### src/rtl/cirq_pkg.sv
package cirq_pkg;

    typedef enum logic {
        REG_STATUS = 1'b0,
        REG_MASK   = 1'b1
    } reg_kind_e;

    function automatic reg_kind_e kind_of(input logic lsb);
        return lsb ? REG_MASK : REG_STATUS;
    endfunction

endpackage

### src/rtl/cirq_sync.sv
module cirq_sync #(
    parameter int W = 24
) (
    input  logic         clk,
    input  logic         rst_n,
    input  logic [W-1:0] raw_i,
    output logic [W-1:0] sync_o,
    output logic [W-1:0] edge_o
);
    typedef struct packed {
        logic [W-1:0] s1;
        logic [W-1:0] s2;
        logic [W-1:0] prev;
    } sync_st_t;

    sync_st_t st_d, st_q;

    always_comb begin
        st_d      = st_q;
        st_d.s1   = raw_i;
        st_d.s2   = st_q.s1;
        st_d.prev = st_q.s2;
    end

    always_ff @(posedge clk) begin
        if (!rst_n) st_q <= '0;
        else        st_q <= st_d;
    end

    assign sync_o = st_q.s2;
    assign edge_o = st_q.s2 & ~st_q.prev;
endmodule

### src/rtl/cirq_bank.sv
module cirq_bank #(
    parameter int W         = 8,
    parameter bit LEVEL_EN  = 1'b0,
    parameter int LEVEL_BIT = 0
) (
    input  logic         clk,
    input  logic         rst_n,
    input  logic [W-1:0] sync_i,
    input  logic [W-1:0] edge_i,
    input  logic         mask_we,
    input  logic [W-1:0] wdata,
    input  logic         stat_rd,
    output logic [W-1:0] mask_o,
    output logic [W-1:0] cap_o,
    output logic [W-1:0] status_o
);
    localparam logic [W-1:0] ONE      = {{(W-1){1'b0}}, 1'b1};
    localparam logic [W-1:0] LVL_MASK = LEVEL_EN ? (ONE << LEVEL_BIT) : '0;

    typedef struct packed {
        logic [W-1:0] mask;
        logic [W-1:0] cap;
    } bank_st_t;

    bank_st_t st_d, st_q;
    logic [W-1:0] clr_vec;
    logic [W-1:0] set_vec;

    always_comb begin
        clr_vec = stat_rd ? {W{1'b1}} : '0;
        set_vec = edge_i & st_q.mask & ~LVL_MASK;
        st_d    = st_q;
        if (mask_we) st_d.mask = wdata;
        // set is applied after clear, so a fresh edge survives a read
        st_d.cap = (st_q.cap & ~clr_vec) | set_vec;
    end

    always_ff @(posedge clk) begin
        if (!rst_n) st_q <= '0;
        else        st_q <= st_d;
    end

    assign mask_o   = st_q.mask;
    assign cap_o    = st_q.cap;
    assign status_o = (st_q.cap & ~LVL_MASK) | (sync_i & LVL_MASK);
endmodule

### src/rtl/cascade_irq_agg.sv
module cascade_irq_agg #(
    parameter int NUM_BANKS = 3,
    parameter int BANK_W    = 8,
    parameter int ADDR_W    = 3,
    parameter int LEVEL_IDX = 5
) (
    input  logic                        clk,
    input  logic                        rst_n,
    input  logic [NUM_BANKS*BANK_W-1:0] irq_in,
    input  logic                        rd_en,
    input  logic                        wr_en,
    input  logic [ADDR_W-1:0]           addr,
    input  logic [BANK_W-1:0]           wr_data,
    output logic [BANK_W-1:0]           rd_data,
    output logic                        cascade_o
);
    import cirq_pkg::*;

    localparam int N         = NUM_BANKS * BANK_W;
    localparam int LVL_BANK  = LEVEL_IDX / BANK_W;
    localparam int LVL_BIT   = LEVEL_IDX % BANK_W;

    logic [N-1:0] sync_all;
    logic [N-1:0] edge_all;
    logic [N-1:0] mask_all;
    logic [N-1:0] cap_all;
    logic [N-1:0] status_all;

    reg_kind_e             kind;
    logic [ADDR_W-2:0]     sel;

    assign kind = kind_of(addr[0]);
    assign sel  = addr[ADDR_W-1:1];

    cirq_sync #(.W(N)) u_sync (
        .clk    (clk),
        .rst_n  (rst_n),
        .raw_i  (irq_in),
        .sync_o (sync_all),
        .edge_o (edge_all)
    );

    for (genvar b = 0; b < NUM_BANKS; b++) begin : g_bank
        logic hit;
        assign hit = (int'(sel) == b);

        cirq_bank #(
            .W         (BANK_W),
            .LEVEL_EN  (LVL_BANK == b),
            .LEVEL_BIT ((LVL_BANK == b) ? LVL_BIT : 0)
        ) u_bank (
            .clk      (clk),
            .rst_n    (rst_n),
            .sync_i   (sync_all[b*BANK_W +: BANK_W]),
            .edge_i   (edge_all[b*BANK_W +: BANK_W]),
            .mask_we  (wr_en && hit && (kind == REG_MASK)),
            .wdata    (wr_data),
            .stat_rd  (rd_en && hit && (kind == REG_STATUS)),
            .mask_o   (mask_all[b*BANK_W +: BANK_W]),
            .cap_o    (cap_all[b*BANK_W +: BANK_W]),
            .status_o (status_all[b*BANK_W +: BANK_W])
        );
    end

    typedef struct packed {
        logic [BANK_W-1:0] rdata;
        logic              casc;
    } out_st_t;

    out_st_t           out_d, out_q;
    logic [BANK_W-1:0] rd_word;

    always_comb begin
        rd_word = '0;
        for (int b = 0; b < NUM_BANKS; b++) begin
            if (int'(sel) == b) begin
                rd_word = (kind == REG_MASK) ? mask_all[b*BANK_W +: BANK_W]
                                             : status_all[b*BANK_W +: BANK_W];
            end
        end
        out_d      = out_q;
        if (rd_en) out_d.rdata = rd_word;
        out_d.casc = |(status_all & mask_all);
    end

    always_ff @(posedge clk) begin
        if (!rst_n) out_q <= '0;
        else        out_q <= out_d;
    end

    assign rd_data   = out_q.rdata;
    assign cascade_o = out_q.casc;
endmodule

### config.mk
export PLATFORM = sky130hd
export DESIGN_NAME = cascade_irq_agg
export DESIGN_NICKNAME = d
export VERILOG_FILES = /design/src/rtl/cirq_pkg.sv /design/src/rtl/cirq_sync.sv /design/src/rtl/cirq_bank.sv /design/src/rtl/cascade_irq_agg.sv
export SDC_FILE = /design/constraint.sdc
export NUM_CORES = 1
export LEC_CHECK = 0
export CORE_MARGIN = 2
export CORE_UTILIZATION = 25
export CTS_BUF_LIST = sky130_fd_sc_hd__clkbuf_8
export DETAILED_ROUTE_END_ITERATION = 7
export PLACE_DENSITY = 0.46
export SETUP_SLACK_MARGIN = 0.05
export SYNTH_ARGS = -nofsm -noshare
export SYNTH_HDL_FRONTEND = slang
export SYNTH_HIERARCHICAL = 1
export SYNTH_SLANG_ARGS = --single-unit
### constraint.sdc
create_clock -name clk -period 3.6 [get_ports clk]
set_input_delay 0.72 -clock clk [delete_from_list [all_inputs] [get_ports clk]]
set_output_delay 0.72 -clock clk [all_outputs]
set_load 0.02 [all_outputs]
==> reports/metrics.yaml, run 1 <==
grt:
  grt_pass1_wl_um: 17400
  overflow: 0
  antenna_found_initial: 0
  first_global_vias: 3112
  grt_max_degree: 60
  grt_use_total: 0.114
clock_tree:
  clock_path_buffers: 2
  clock_latency_ns: 0.43
  cts_buffers: 17
  cts_tree: "yes"
  cts_hold_buffers: 0
  cts_sinks: 127
  path_clk_slew_ns: 0.07
  cts_resized: 0
  root_buffer: "clkbuf_8"
  post_cts_buffers: 0
  cts_max_level: 4
sta:
  hold-worst-slack_ns: 0.434
  max_freq_mhz: 415
  rsz0062_at_grt: "false"
  tightest_slew_ns: 0.773
  relSlewSlack: 0.483
  fin_skew_ns: 0.00921
  final-setup-viol-count: 0
  finalHoldViolCount: 0
  timing.final.crit_share: 0.669
  setup_tns_ns: 0
  finalMaxSlewViolations: 0
  finalCriticalPeriod_ns: 2.41
cells_and_area:
  drive_gt1_frac: 0.173
  final_common_cell: "dfxtp_1"
  fillCellCount: 2023
  final_area_um2: 5910
  antenna_cells: 0
  nets: 523
  multi_input_area_um2: 2010
  synthToLayoutAreaGrowth_pct: 21.3
  seq_area_um2: 2540
  final_cell_mix: "dfxtp_1 (127), and2_1 (50), nor2b_1 (49), clkdlybuf4s50_1 (46)"
placement:
  routabilityCongestion: 0.835
  numPortBuffers: 47
  place_hpwl_um: 7700
  placed_cell_area_um2: 5460
floorplan:
  die_x_um: 144
  io_pins: 48
  dieHeight_um: 144
  design.core.area_um2: 19300
  start_util: 0.253
  die_area_um2: 20600
  row_count: 51
pwr:
  fin_total_pwr_mw: 3.00
  p_per_area_nw_per_um2: 507
  leakagePower_nw: 2.12
  ir_drop_mv: 0.206
yosys:
  ys_warn_count: 6
  syn_inst: 449
  netlist_area_um2: 4870
  syn_avg_cell_area_um2: 10.9
  syn-num-nets: 488
setup_path:
  cp_max_fo: 14
  end_kind: "flop"
  r2r_slack_ns: 2.19
  cp.arrival_ns: 2.72
  startpoint_type: "input pin"
  critPathKind: "in -> reg"
  worstPathRequired_ns: 3.91
detailed_routing:
  ant_nets: 0
  drt-total-wl_um: 10600
  vias_per_cell: 3.99
  drc: 0
  drt-wirelength-per-cell_um: 13.9
  drt-initial-drc-count: 128
  drt_first_pass_iters: 4
  vias: 3038
flow_run:
  maxCapViolCount: 0
run_status:
  outcome: "finished clean"
worst_hold_path:
  worstHoldPathType: "reg -> reg"
registers in the layout, summed over array words and instances (netlist names):
register / cells
g_bank.u_bank/cap_o: 23
u_sync/sync_o: 24
u_sync/st_d: 24
cascade_o: 1
u_sync/st_q: 23
g_bank.u_bank/mask_o: 24
rd_data: 8
final cells by class:
type                    instances  share of cell area
clock buffers                  21              0.0489
multi-input cells             277               0.340
clock inverters                10              0.0271
inverters                       2             0.00127
well taps                     265              0.0561
repair buffers                 59              0.0961
flip-flops and latches        127               0.430
power by group:
group	total [mW]	internal [mW]	switching [mW]
logic	0.176	0.100	0.0755
registers	1.47	1.45	0.0188
clock network	1.36	0.822	0.534
per-layer routing:
layer | GRT usage | vias to the layer above | part of all wire
met4 | 0.0526 | 0 | 0.021
met1 | 0.147 | 1418 | 0.49
met2 | 0.171 | 62 | 0.45
met5 | 0 | - | 0
met3 | 0.0400 | 14 | 0.047
li1 | - | 1544 | -
worst paths after layout:
check                        startpoint               end  depth (start not counted)
min                     u_sync/st_d[26]  u_sync/sync_o[2]                          1
min reg2reg             u_sync/st_d[26]  u_sync/sync_o[2]                          1
max                             addr[0]        rd_data[2]                          4
max reg2reg  g_bank[0].u_bank/mask_o[2]        rd_data[2]                          3
worst max-delay path: stages:
cell and delay (ns):
clkdlybuf4s50_1 0.97, mux4_2 0.60, a22oi_1 0.31, a21oi_1 0.11
through the flow:
stage	util	worst slack [ns]	std cells
after floorplan	-	1.78	449
after global placement	0.283	0.789	730
after detailed placement	0.283	0.757	730
after CTS	0.307	1.24	761
after global routing	0.307	1.06	761
final	0.307	1.19	761
Power figures use the tool's default switching activity.
==> run 2: changes to the inputs <==
--- a/config.mk
+++ b/config.mk
@@ -9,7 +9,7 @@
 export CORE_UTILIZATION = 25
 export CTS_BUF_LIST = sky130_fd_sc_hd__clkbuf_8
 export DETAILED_ROUTE_END_ITERATION = 7
-export PLACE_DENSITY = 0.46
+export PLACE_DENSITY = 0.48
 export SETUP_SLACK_MARGIN = 0.05
 export SYNTH_ARGS = -nofsm -noshare
 export SYNTH_HDL_FRONTEND = slang
==> constraint.sdc (replaced) <==
create_clock -name clk -period 2 [get_ports clk]
set_input_delay 0.4 -clock clk [delete_from_list [all_inputs] [get_ports clk]]
set_output_delay 0.4 -clock clk [all_outputs]
set_load 0.02 [all_outputs]
==> run 2 against run 1 <==
Register-to-register slack lost 1.5 ns. Via count grew 2.7%. Wire length grew 3.3%. Largest power group unchanged. First-iteration DRC count grew 52%. Count of clock-buffer cells in the layout shrank 2.
==> reports/metrics.yaml, run 2 (synthesis gave the netlist of run 1 again) <==
run_status:
  outcome: "finished clean"
setup_path:
  critPathTopFamily: "buffers and inverters"
  path_depth: 1
  critPathBufInv: 1
  worstPathRequired_ns: 1.60
  worst_r2r_path_depth: 3
  r2r_slack_ns: 0.74
  cp_slowest_cell: "clkdlybuf4s50_1"
  crit_chain: "clkdlybuf4s50_1"
  startpoint_type: "flop"
  critPathKind: "reg -> out"
  cp.arrival_ns: 1.42
  slowest_delay_ns: 0.62
  cp_max_fo: 2
  end_kind: "output pin"
clock_tree:
  cts_sinks: 127
  cts_buffers: 17
  clock_latency_ns: 0.43
  cts_resized: 0
  cts_tree: "yes"
  post_cts_buffers: 0
  path_clk_slew_ns: 0.07
  cts_hold_buffers: 0
  clock_path_buffers: 2
  root_buffer: "clkbuf_8"
  cts_max_level: 4
pwr:
  p_per_area_nw_per_um2: 869
  leakagePower_nw: 2.15
  fin_total_pwr_mw: 5.17
  ir_drop_mv: 0.330
cells_and_area:
  final_cell_mix: "dfxtp_1 (127), and2_1 (50), nor2b_1 (49), clkdlybuf4s50_1 (46)"
  drive_gt1_frac: 0.192
  final_common_cell: "dfxtp_1"
  fillCellCount: 2037
  nets: 532
  synthToLayoutAreaGrowth_pct: 22.2
  final_area_um2: 5950
  antenna_cells: 0
grt:
  grt_pass1_wl_um: 17200
  overflow: 0
  grt_use_total: 0.113
  first_global_vias: 3162
  grt_max_degree: 68
  antenna_found_initial: 0
detailed_routing:
  drt-total-wl_um: 10900
  vias_per_cell: 4.05
  drt-wirelength-per-cell_um: 14.2
  ant_nets: 0
  vias: 3120
  wl_met3_um: 617
  highest_layer: "met4"
  wl_met1_um: 5110
  drc: 0
  drt-initial-drc-count: 194
  drt_first_pass_iters: 6
  wl_met2_um: 4950
floorplan:
  start_util: 0.253
  dieHeight_um: 144
  row_count: 51
  die_x_um: 144
  die_area_um2: 20600
  io_pins: 48
  design.core.area_um2: 19300
sta:
  timing.final.crit_share: 0.910
  max_freq_mhz: 549
  tightest_slew_ns: 0.471
  hold-worst-slack_ns: 0.329
  relSlewSlack: 0.684
  setup_tns_ns: 0
  timing.final.ws_setup_ns: 0.180
  finalCriticalPeriod_ns: 1.82
  finalMaxSlewViolations: 0
  finalHoldViolCount: 0
  fin_skew_ns: 0.00929
  final-setup-viol-count: 0
  rsz0062_at_grt: "false"
placement:
  routabilityCongestion: 0.868
  numPortBuffers: 47
  place_hpwl_um: 8010
  pre_cts_ws_ns: -0.157
  placed_cell_area_um2: 5550
worst_hold_path:
  holdPathStages: 2
  worstHoldPathType: "in -> reg"
flow_run:
  maxCapViolCount: 0
==> run 2: cell count changes in the layout (fill, tap and decap cells not counted), sizes merged <==
| cell | before | now |
|---|---|---|
| clkbuf | 21 | 19 |
| bufinv | 4 | 2 |
| inv | 3 | 4 |
| clkinv | 2 | 6 |
| buf | 13 | 22 |
==> run 2: layout make-up <==
type / instances / area (um2) / share of cell area
multi-input combinational: 277 / 2010 / 0.338
clock buffer: 19 / 262 / 0.0439
timing repair buffer: 68 / 661 / 0.111
clock inverter: 13 / 138 / 0.0231
inverter: 2 / 7.51 / 0.00126
tap: 265 / 332 / 0.0557
sequential: 127 / 2540 / 0.427
==> run 2: metal layers <==
layer  vias to the layer above  GRT usage
met2                        70      0.174
met3                        17     0.0370
met1                      1468      0.143
met4                         0     0.0547
met5                         -          0
li1                       1565          -
==> run 2: power breakdown <==
part	switching (mW)	total, mW	leakage [nW]	internal, mW
Clock	1.02	2.20	0.198	1.17
Combinational	0.140	0.335	0.917	0.195
Sequential	0.0358	2.64	1.04	2.61
==> run 2: worst reg2reg max path, stage by stage (launching register included) <==
cell	delay [ns]
dfxtp_1	0.38
mux4_2	0.49
a22oi_1	0.19
a21oi_1	0.09
==> run 2: per-stage QoR <==
step,instances,utilization
finish,771,0.309
global route,771,0.309
CTS,771,0.309
detailed placement,739,0.288
global placement,739,0.288
floorplan,449,-
==> run 2: worst paths after layout <==
kind                                            startpoint          endpoint
worst max-delay path                            rd_data[7]        rd_data[7]
worst min-delay path                                 rst_n   u_sync/st_d[30]
worst max register to register  g_bank[1].u_bank/mask_o[1]        rd_data[1]
worst min register to register             u_sync/st_d[24]  u_sync/sync_o[0]
